## src/rtl/dma_irq_pkg.sv

```systemverilog
package dma_irq_pkg;
  localparam int unsigned REG_W     = 32;
  localparam int unsigned CH_MAX    = 7;
  localparam logic [31:0] WR_MASK   = 32'h00FF_803F;
  localparam int unsigned BERR_BIT  = 15;
  localparam int unsigned CHEN_LSB  = 16;
  localparam int unsigned GEN_BIT   = 23;
  localparam int unsigned FLAG_LSB  = 24;
  localparam int unsigned MFLAG_BIT = 31;
  localparam int unsigned GO_BIT    = 24;
  localparam int unsigned PERM_STEP = 4;
  localparam int unsigned PERM_OFS  = 3;
endpackage

```

## src/rtl/dma_start_gate.sv

```systemverilog
module dma_start_gate
  import dma_irq_pkg::*;
#(
  parameter int unsigned NCH = 7
) (
  input  logic             clk,
  input  logic             rst_n,
  input  logic [NCH-1:0]   ctl_wr,
  input  logic [REG_W-1:0] ctl_wdata,
  input  logic [REG_W-1:0] perm_q,
  output logic [NCH-1:0]   start_o
);
  logic [NCH-1:0] go_d;

  for (genvar n = 0; n < NCH; n++) begin : g_ch
    localparam int unsigned PBIT = PERM_STEP * n + PERM_OFS;
    always_comb go_d[n] = ctl_wr[n] & ctl_wdata[GO_BIT] & perm_q[PBIT];
  end

  always_ff @(posedge clk or negedge rst_n) begin
    if (!rst_n) start_o <= '0;
    else        start_o <= go_d;
  end
endmodule

```

## src/rtl/dma_flag_bank.sv

```systemverilog
module dma_flag_bank #(
  parameter int unsigned NCH = 7
) (
  input  logic           clk,
  input  logic           rst_n,
  input  logic           clr_en,
  input  logic [NCH-1:0] clr_bits,
  input  logic [NCH-1:0] done_i,
  input  logic [NCH-1:0] chen,
  output logic [NCH-1:0] flags_d,
  output logic [NCH-1:0] flags_q
);
  logic [NCH-1:0] clr_m;
  logic [NCH-1:0] set_m;

  always_comb begin
    clr_m   = clr_en ? clr_bits : '0;
    set_m   = done_i & chen;
    // a fresh completion outranks a clear of the same flag
    flags_d = (flags_q & ~clr_m) | set_m;
  end

  always_ff @(posedge clk or negedge rst_n) begin
    if (!rst_n) flags_q <= '0;
    else        flags_q <= flags_d;
  end
endmodule

```

## src/rtl/dma_master_eval.sv

```systemverilog
module dma_master_eval #(
  parameter int unsigned NCH = 7
) (
  input  logic           clk,
  input  logic           rst_n,
  input  logic           gen_d,
  input  logic           berr_d,
  input  logic [NCH-1:0] flags_d,
  output logic           mflag_q,
  output logic           irq_pulse
);
  logic mflag_d;
  logic irq_d;

  always_comb begin
    mflag_d = (gen_d & (|flags_d)) | berr_d;
    irq_d   = mflag_d & ~mflag_q;
  end

  always_ff @(posedge clk or negedge rst_n) begin
    if (!rst_n) begin
      mflag_q   <= 1'b0;
      irq_pulse <= 1'b0;
    end else begin
      mflag_q   <= mflag_d;
      irq_pulse <= irq_d;
    end
  end
endmodule

```

## src/rtl/dma_irq_unit.sv

```systemverilog
module dma_irq_unit
  import dma_irq_pkg::*;
#(
  parameter int unsigned NCH = 7
) (
  input  logic             clk,
  input  logic             rst_n,
  input  logic             reg_wr,
  input  logic             reg_sel,
  input  logic [REG_W-1:0] reg_wdata,
  output logic [REG_W-1:0] reg_rdata,
  input  logic [NCH-1:0]   ctl_wr,
  input  logic [REG_W-1:0] ctl_wdata,
  input  logic [NCH-1:0]   done_i,
  input  logic             bus_err,
  output logic [NCH-1:0]   start_o,
  output logic             irq_pulse
);
  localparam int unsigned LOW_W = FLAG_LSB;

  // reset: asserted at once, released on the clock
  logic rst_s1, rst_sn;
  always_ff @(posedge clk or negedge rst_n) begin
    if (!rst_n) begin
      rst_s1 <= 1'b0;
      rst_sn <= 1'b0;
    end else begin
      rst_s1 <= 1'b1;
      rst_sn <= rst_s1;
    end
  end

  logic             icr_wr, perm_wr;
  logic [REG_W-1:0] perm_q, perm_d;
  logic [LOW_W-1:0] low_q, low_d;
  logic [NCH-1:0]   flags_d, flags_q;
  logic             mflag_q;
  logic [CH_MAX-1:0] flag_field;
  logic [REG_W-1:0] icr_q;

  always_comb begin
    icr_wr  = reg_wr & reg_sel;
    perm_wr = reg_wr & ~reg_sel;
    perm_d  = perm_wr ? reg_wdata : perm_q;
    low_d   = icr_wr ? (reg_wdata[LOW_W-1:0] & WR_MASK[LOW_W-1:0]) : low_q;
    if (bus_err) low_d[BERR_BIT] = 1'b1;
  end

  always_ff @(posedge clk or negedge rst_sn) begin
    if (!rst_sn) begin
      perm_q <= '0;
      low_q  <= '0;
    end else begin
      if (perm_wr)          perm_q <= perm_d;
      if (icr_wr | bus_err) low_q  <= low_d;
    end
  end

  dma_flag_bank #(.NCH(NCH)) u_flags (
    .clk      (clk),
    .rst_n    (rst_sn),
    .clr_en   (icr_wr),
    .clr_bits (reg_wdata[FLAG_LSB +: NCH]),
    .done_i   (done_i),
    .chen     (low_q[CHEN_LSB +: NCH]),
    .flags_d  (flags_d),
    .flags_q  (flags_q)
  );

  dma_master_eval #(.NCH(NCH)) u_master (
    .clk       (clk),
    .rst_n     (rst_sn),
    .gen_d     (low_d[GEN_BIT]),
    .berr_d    (low_d[BERR_BIT]),
    .flags_d   (flags_d),
    .mflag_q   (mflag_q),
    .irq_pulse (irq_pulse)
  );

  dma_start_gate #(.NCH(NCH)) u_gate (
    .clk       (clk),
    .rst_n     (rst_sn),
    .ctl_wr    (ctl_wr),
    .ctl_wdata (ctl_wdata),
    .perm_q    (perm_q),
    .start_o   (start_o)
  );

  if (NCH < CH_MAX) begin : g_pad
    assign flag_field = {{(CH_MAX - NCH){1'b0}}, flags_q};
  end else begin : g_full
    assign flag_field = flags_q;
  end

  assign icr_q     = {mflag_q, flag_field, low_q};
  assign reg_rdata = reg_sel ? icr_q : perm_q;
endmodule

```

## config.mk

```make
export PLATFORM = sky130hd
export DESIGN_NAME = dma_irq_unit
export DESIGN_NICKNAME = d
export VERILOG_FILES = /design/src/rtl/dma_irq_pkg.sv /design/src/rtl/dma_start_gate.sv /design/src/rtl/dma_flag_bank.sv /design/src/rtl/dma_master_eval.sv /design/src/rtl/dma_irq_unit.sv
export SDC_FILE = /design/constraint.sdc
export NUM_CORES = 1
export LEC_CHECK = 0
export BUFFER_PORTS_ARGS = -buffer_cell sky130_fd_sc_hd__buf_4
export CORE_UTILIZATION = 45
export DETAILED_ROUTE_END_ITERATION = 12
export PLACE_DENSITY = 0.86
export SYNTH_ARGS = -nofsm -noshare
export SYNTH_HDL_FRONTEND = slang
export SYNTH_SLANG_ARGS = --single-unit
```

## constraint.sdc

```tcl
create_clock -name clk -period 2.45 [get_ports clk]
set_input_delay 0 -clock clk [delete_from_list [all_inputs] [get_ports clk]]
set_output_delay 0 -clock clk [all_outputs]
set_load 0.02 [all_outputs]
```

==> reports/summary.md <==
STA
- 1190 ps — Worst Slack Setup Final
- 52.8% — slew margin rel.
- 51.4% — Final period util
- 0 — number of max-slew violations in the final report
- 0 — Final Hold Vio Count
- 0.793 GHz — f_max
- 1260 ps — time the final worst path needs with I/O delays and setup
- 0 — Setup violations, final
- false — unrepaired setup endpoints after global routing
- 7.58 ps — clk_skew
- 0 ps — setup total negative slack
- 709 ps — transition time at the pin with the least slew margin

Place
- 344 — number of placed cells counting well taps
- 4160 µm — Detail Placement HPWL
- 0.698 — routability congestion estimate
- 91 — number of buffers inserted by port buffering
- 900 ps — worst-case setup slack after placement

Job
- 0 — Max-cap violations

Setup path
- reg -> reg — WS Path Type
- flip-flop — startpoint class of the critical path
- 2660 ps — Required @ worst endpoint
- 1470 ps — Worst EP arrival
- flip-flop — type of destination of the critical path
- 3 — highest fanout seen on the critical path

Floorplanning
- 46.6% — starting density of the core
- 80.1 µm — x dimension of the die
- 28 — count of standard-cell rows
- 80.1 µm — die extent in y
- 5890 µm² — Core Box Area
- 123 — number of top-level pins
- 6410 µm² — overall die area

Yosys
- 14.9 µm² — Synth Area per Inst
- 2740 µm² — cell area after synthesis
- 267 — synthesized netlist net count
- 184 — instance count of the mapped netlist
- 65 — flop and latch count out of synthesis
- 59.3% — sequential element share of the synthesized area
- 0 — count of synthesis-stage warnings from yosys
- 19 — number of distinct library cell variants in the gate-level netlist after synthesis

Global routing
- 0 — number of antenna violations at the first check in global routing
- 0 — overflow left after global routing
- 2277 — number of global-route vias before repair
- 23.1% — global-route usage over all layers
- 10900 µm — global-route wire length before repair
- 34 — largest net degree at the start of global routing

Clock network
- 3 — H-tree level count
- clkbuf_8 — Clock Root Buffer
- 330 ps — later-pin clock latency in the skew report
- 70 ps — clock transition at the registers of the reported paths
- 2 — CTS Buffer Depth
- yes — clock tree from TritonCTS
- 9 — CTS Buf Count
- 0 — number of buffers inserted to repair setup after CTS
- 65 — clock sinks

Cells and area
- 414 — non-filler cells in the finished layout
- 72.6% — fraction of the core area covered by cells at the end of the flow
- buf_4 — most common library cell in the layout ignoring fill and taps
- 0 — Ant. Diodes
- 417 — Total Nets Final
- 53.7% — fraction of final layout cells sized beyond drive strength 1
- 55.9% — Synth-to-Final Area Change
- buf_4, mux2_2, dfrtp_1 — commonest non-fill, non-tap cells in the layout

Drt
- 0 — remaining routing DRC violations
- 16.7 µm — per-cell routed wire length
- 0 — remaining number of nets flagged by the antenna check after routing
- 6 — 1st-pass router iterations
- 2085 — via total after detailed routing
- 81 — number of DRC violations after detailed-routing iteration 0
- 6910 µm — overall routed net length
- 5.04 — Vias/cell

Power and ir drop
- 695 nW/µm² — pwr/cell area
- 2970 µW — Power Total
- 0.00198 µW — Leakage Power
- 0.379 mV — VDD IR max

Hold path
- in -> reg — Worst Hold Class

Status
- finished clean — run status

[report_power, final]
part	internal [µW]	total, µW	switching (µW)	leakage (µW)
combinational	405	715	310	0.00111
clock	551	952	401	0.000105
sequential	1220	1310	87.4	0.000763
[stage by stage]
| step | hold WS, ps | cell area [µm²] |
|---|---|---|
| 6_report | 19.8 | 4280 |
| 5_1_grt | 5.73 | 4280 |
| 4_1_cts | 1.31 | 4280 |
| 3_5_place_dp | -215 | 3520 |
| 3_3_place_gp | -218 | 3520 |
| 2_1_floorplan | -296 | 2740 |
[timing repair]
item	4_1_cts	5_1_grt
hold endpoints to repair	61	0
hold buffers	54	0
gates resized for setup	0	0
[sequential cells by signal (all words and copies together), names as in the netlist]
register and flops:
low_q 15, rst_s1 1, u_flags.flags_q 7, perm_q 32, u_gate.start_o 7, u_master.irq_pulse 1, u_master.mflag_q 1, rst_sn 1
[worst paths after layout]
| kind | from | end | slack (ps) | cells past startpoint |
|---|---|---|---|---|
| setup reg to reg | perm_q[11]$_DFFE_PN0P_ | u_gate.start_o[2]$_DFF_PN0_ | 1190 | 2 |
| min in group asynchronous | rst_sn$_DFF_PN0_ | u_master.irq_pulse$_DFF_PN0_ | 330 | 0 |
| hold reg to reg | rst_sn$_DFF_PN0_ | u_master.irq_pulse$_DFF_PN0_ | 330 | 0 |
| setup / recovery | perm_q[11]$_DFFE_PN0P_ | u_gate.start_o[2]$_DFF_PN0_ | 1190 | 2 |
| hold / removal | done_i[5] | u_flags.flags_q[5]$_DFF_PN0_ | 20 | 2 |
| max in group asynchronous | rst_sn$_DFF_PN0_ | u_gate.start_o[5]$_DFF_PN0_ | 1510 | 1 |
[final cells by class]
cell class / count / area (µm²)
clock buffer: 12 / 165
multi-input combinational: 109 / 1060
fill: 407 / 1610
timing repair buffer: 149 / 1280
tap: 75 / 93.8
clock inverter: 4 / 50.0
sequential: 65 / 1630
[synthesized netlist by cell type]
| library cell | n | share of area [%] |
|---|---|---|
| a211o_1 | 1 | 0.32 |
| and3_1 | 8 | 1.8 |
| nor4_2 | 1 | 0.46 |
| dfrtp_1 | 65 | 59 |
| buf_4 | 4 | 1.1 |
| mux2_2 | 67 | 28 |
| a22o_1 | 7 | 2.2 |
| a21oi_1 | 1 | 0.18 |
| mux2_1 | 2 | 0.82 |
| nand3_1 | 7 | 1.3 |
| nor4_4 | 1 | 0.78 |
| nor2b_1 | 10 | 2.3 |
| buf_2 | 3 | 0.55 |
| nand2_1 | 1 | 0.14 |
| a211oi_1 | 1 | 0.27 |
| conb_1 | 1 | 0.14 |
| buf_6 | 1 | 0.41 |
| clkbuf_1 | 2 | 0.27 |
| nor2_1 | 1 | 0.14 |
[layer usage]
layer / share of wire [%] / track usage [%] / wire length [µm]
met4: 1.4 / 10.0 / 99
met2: 53 / 41.0 / 3640
met1: 42 / 27.3 / 2870
met5: 0 / 0 / 0
met3: 4.3 / 4.32 / 298
[worst max-delay path, stage by stage (launching register included)]
cell           delay [ps]
dfrtp_1               400
and3_1                170
dlygate4sd3_1         570
[cells by family after synthesis]
logic type | share of synthesized area, %
AOI/OAI and AO/OA | 3.01
buffers and inverters | 2.33
and+or+nand+nor | 6.89
other | 0.137
muxes | 28.3
DFF | 59.3
Power figures use the tool's default switching activity.
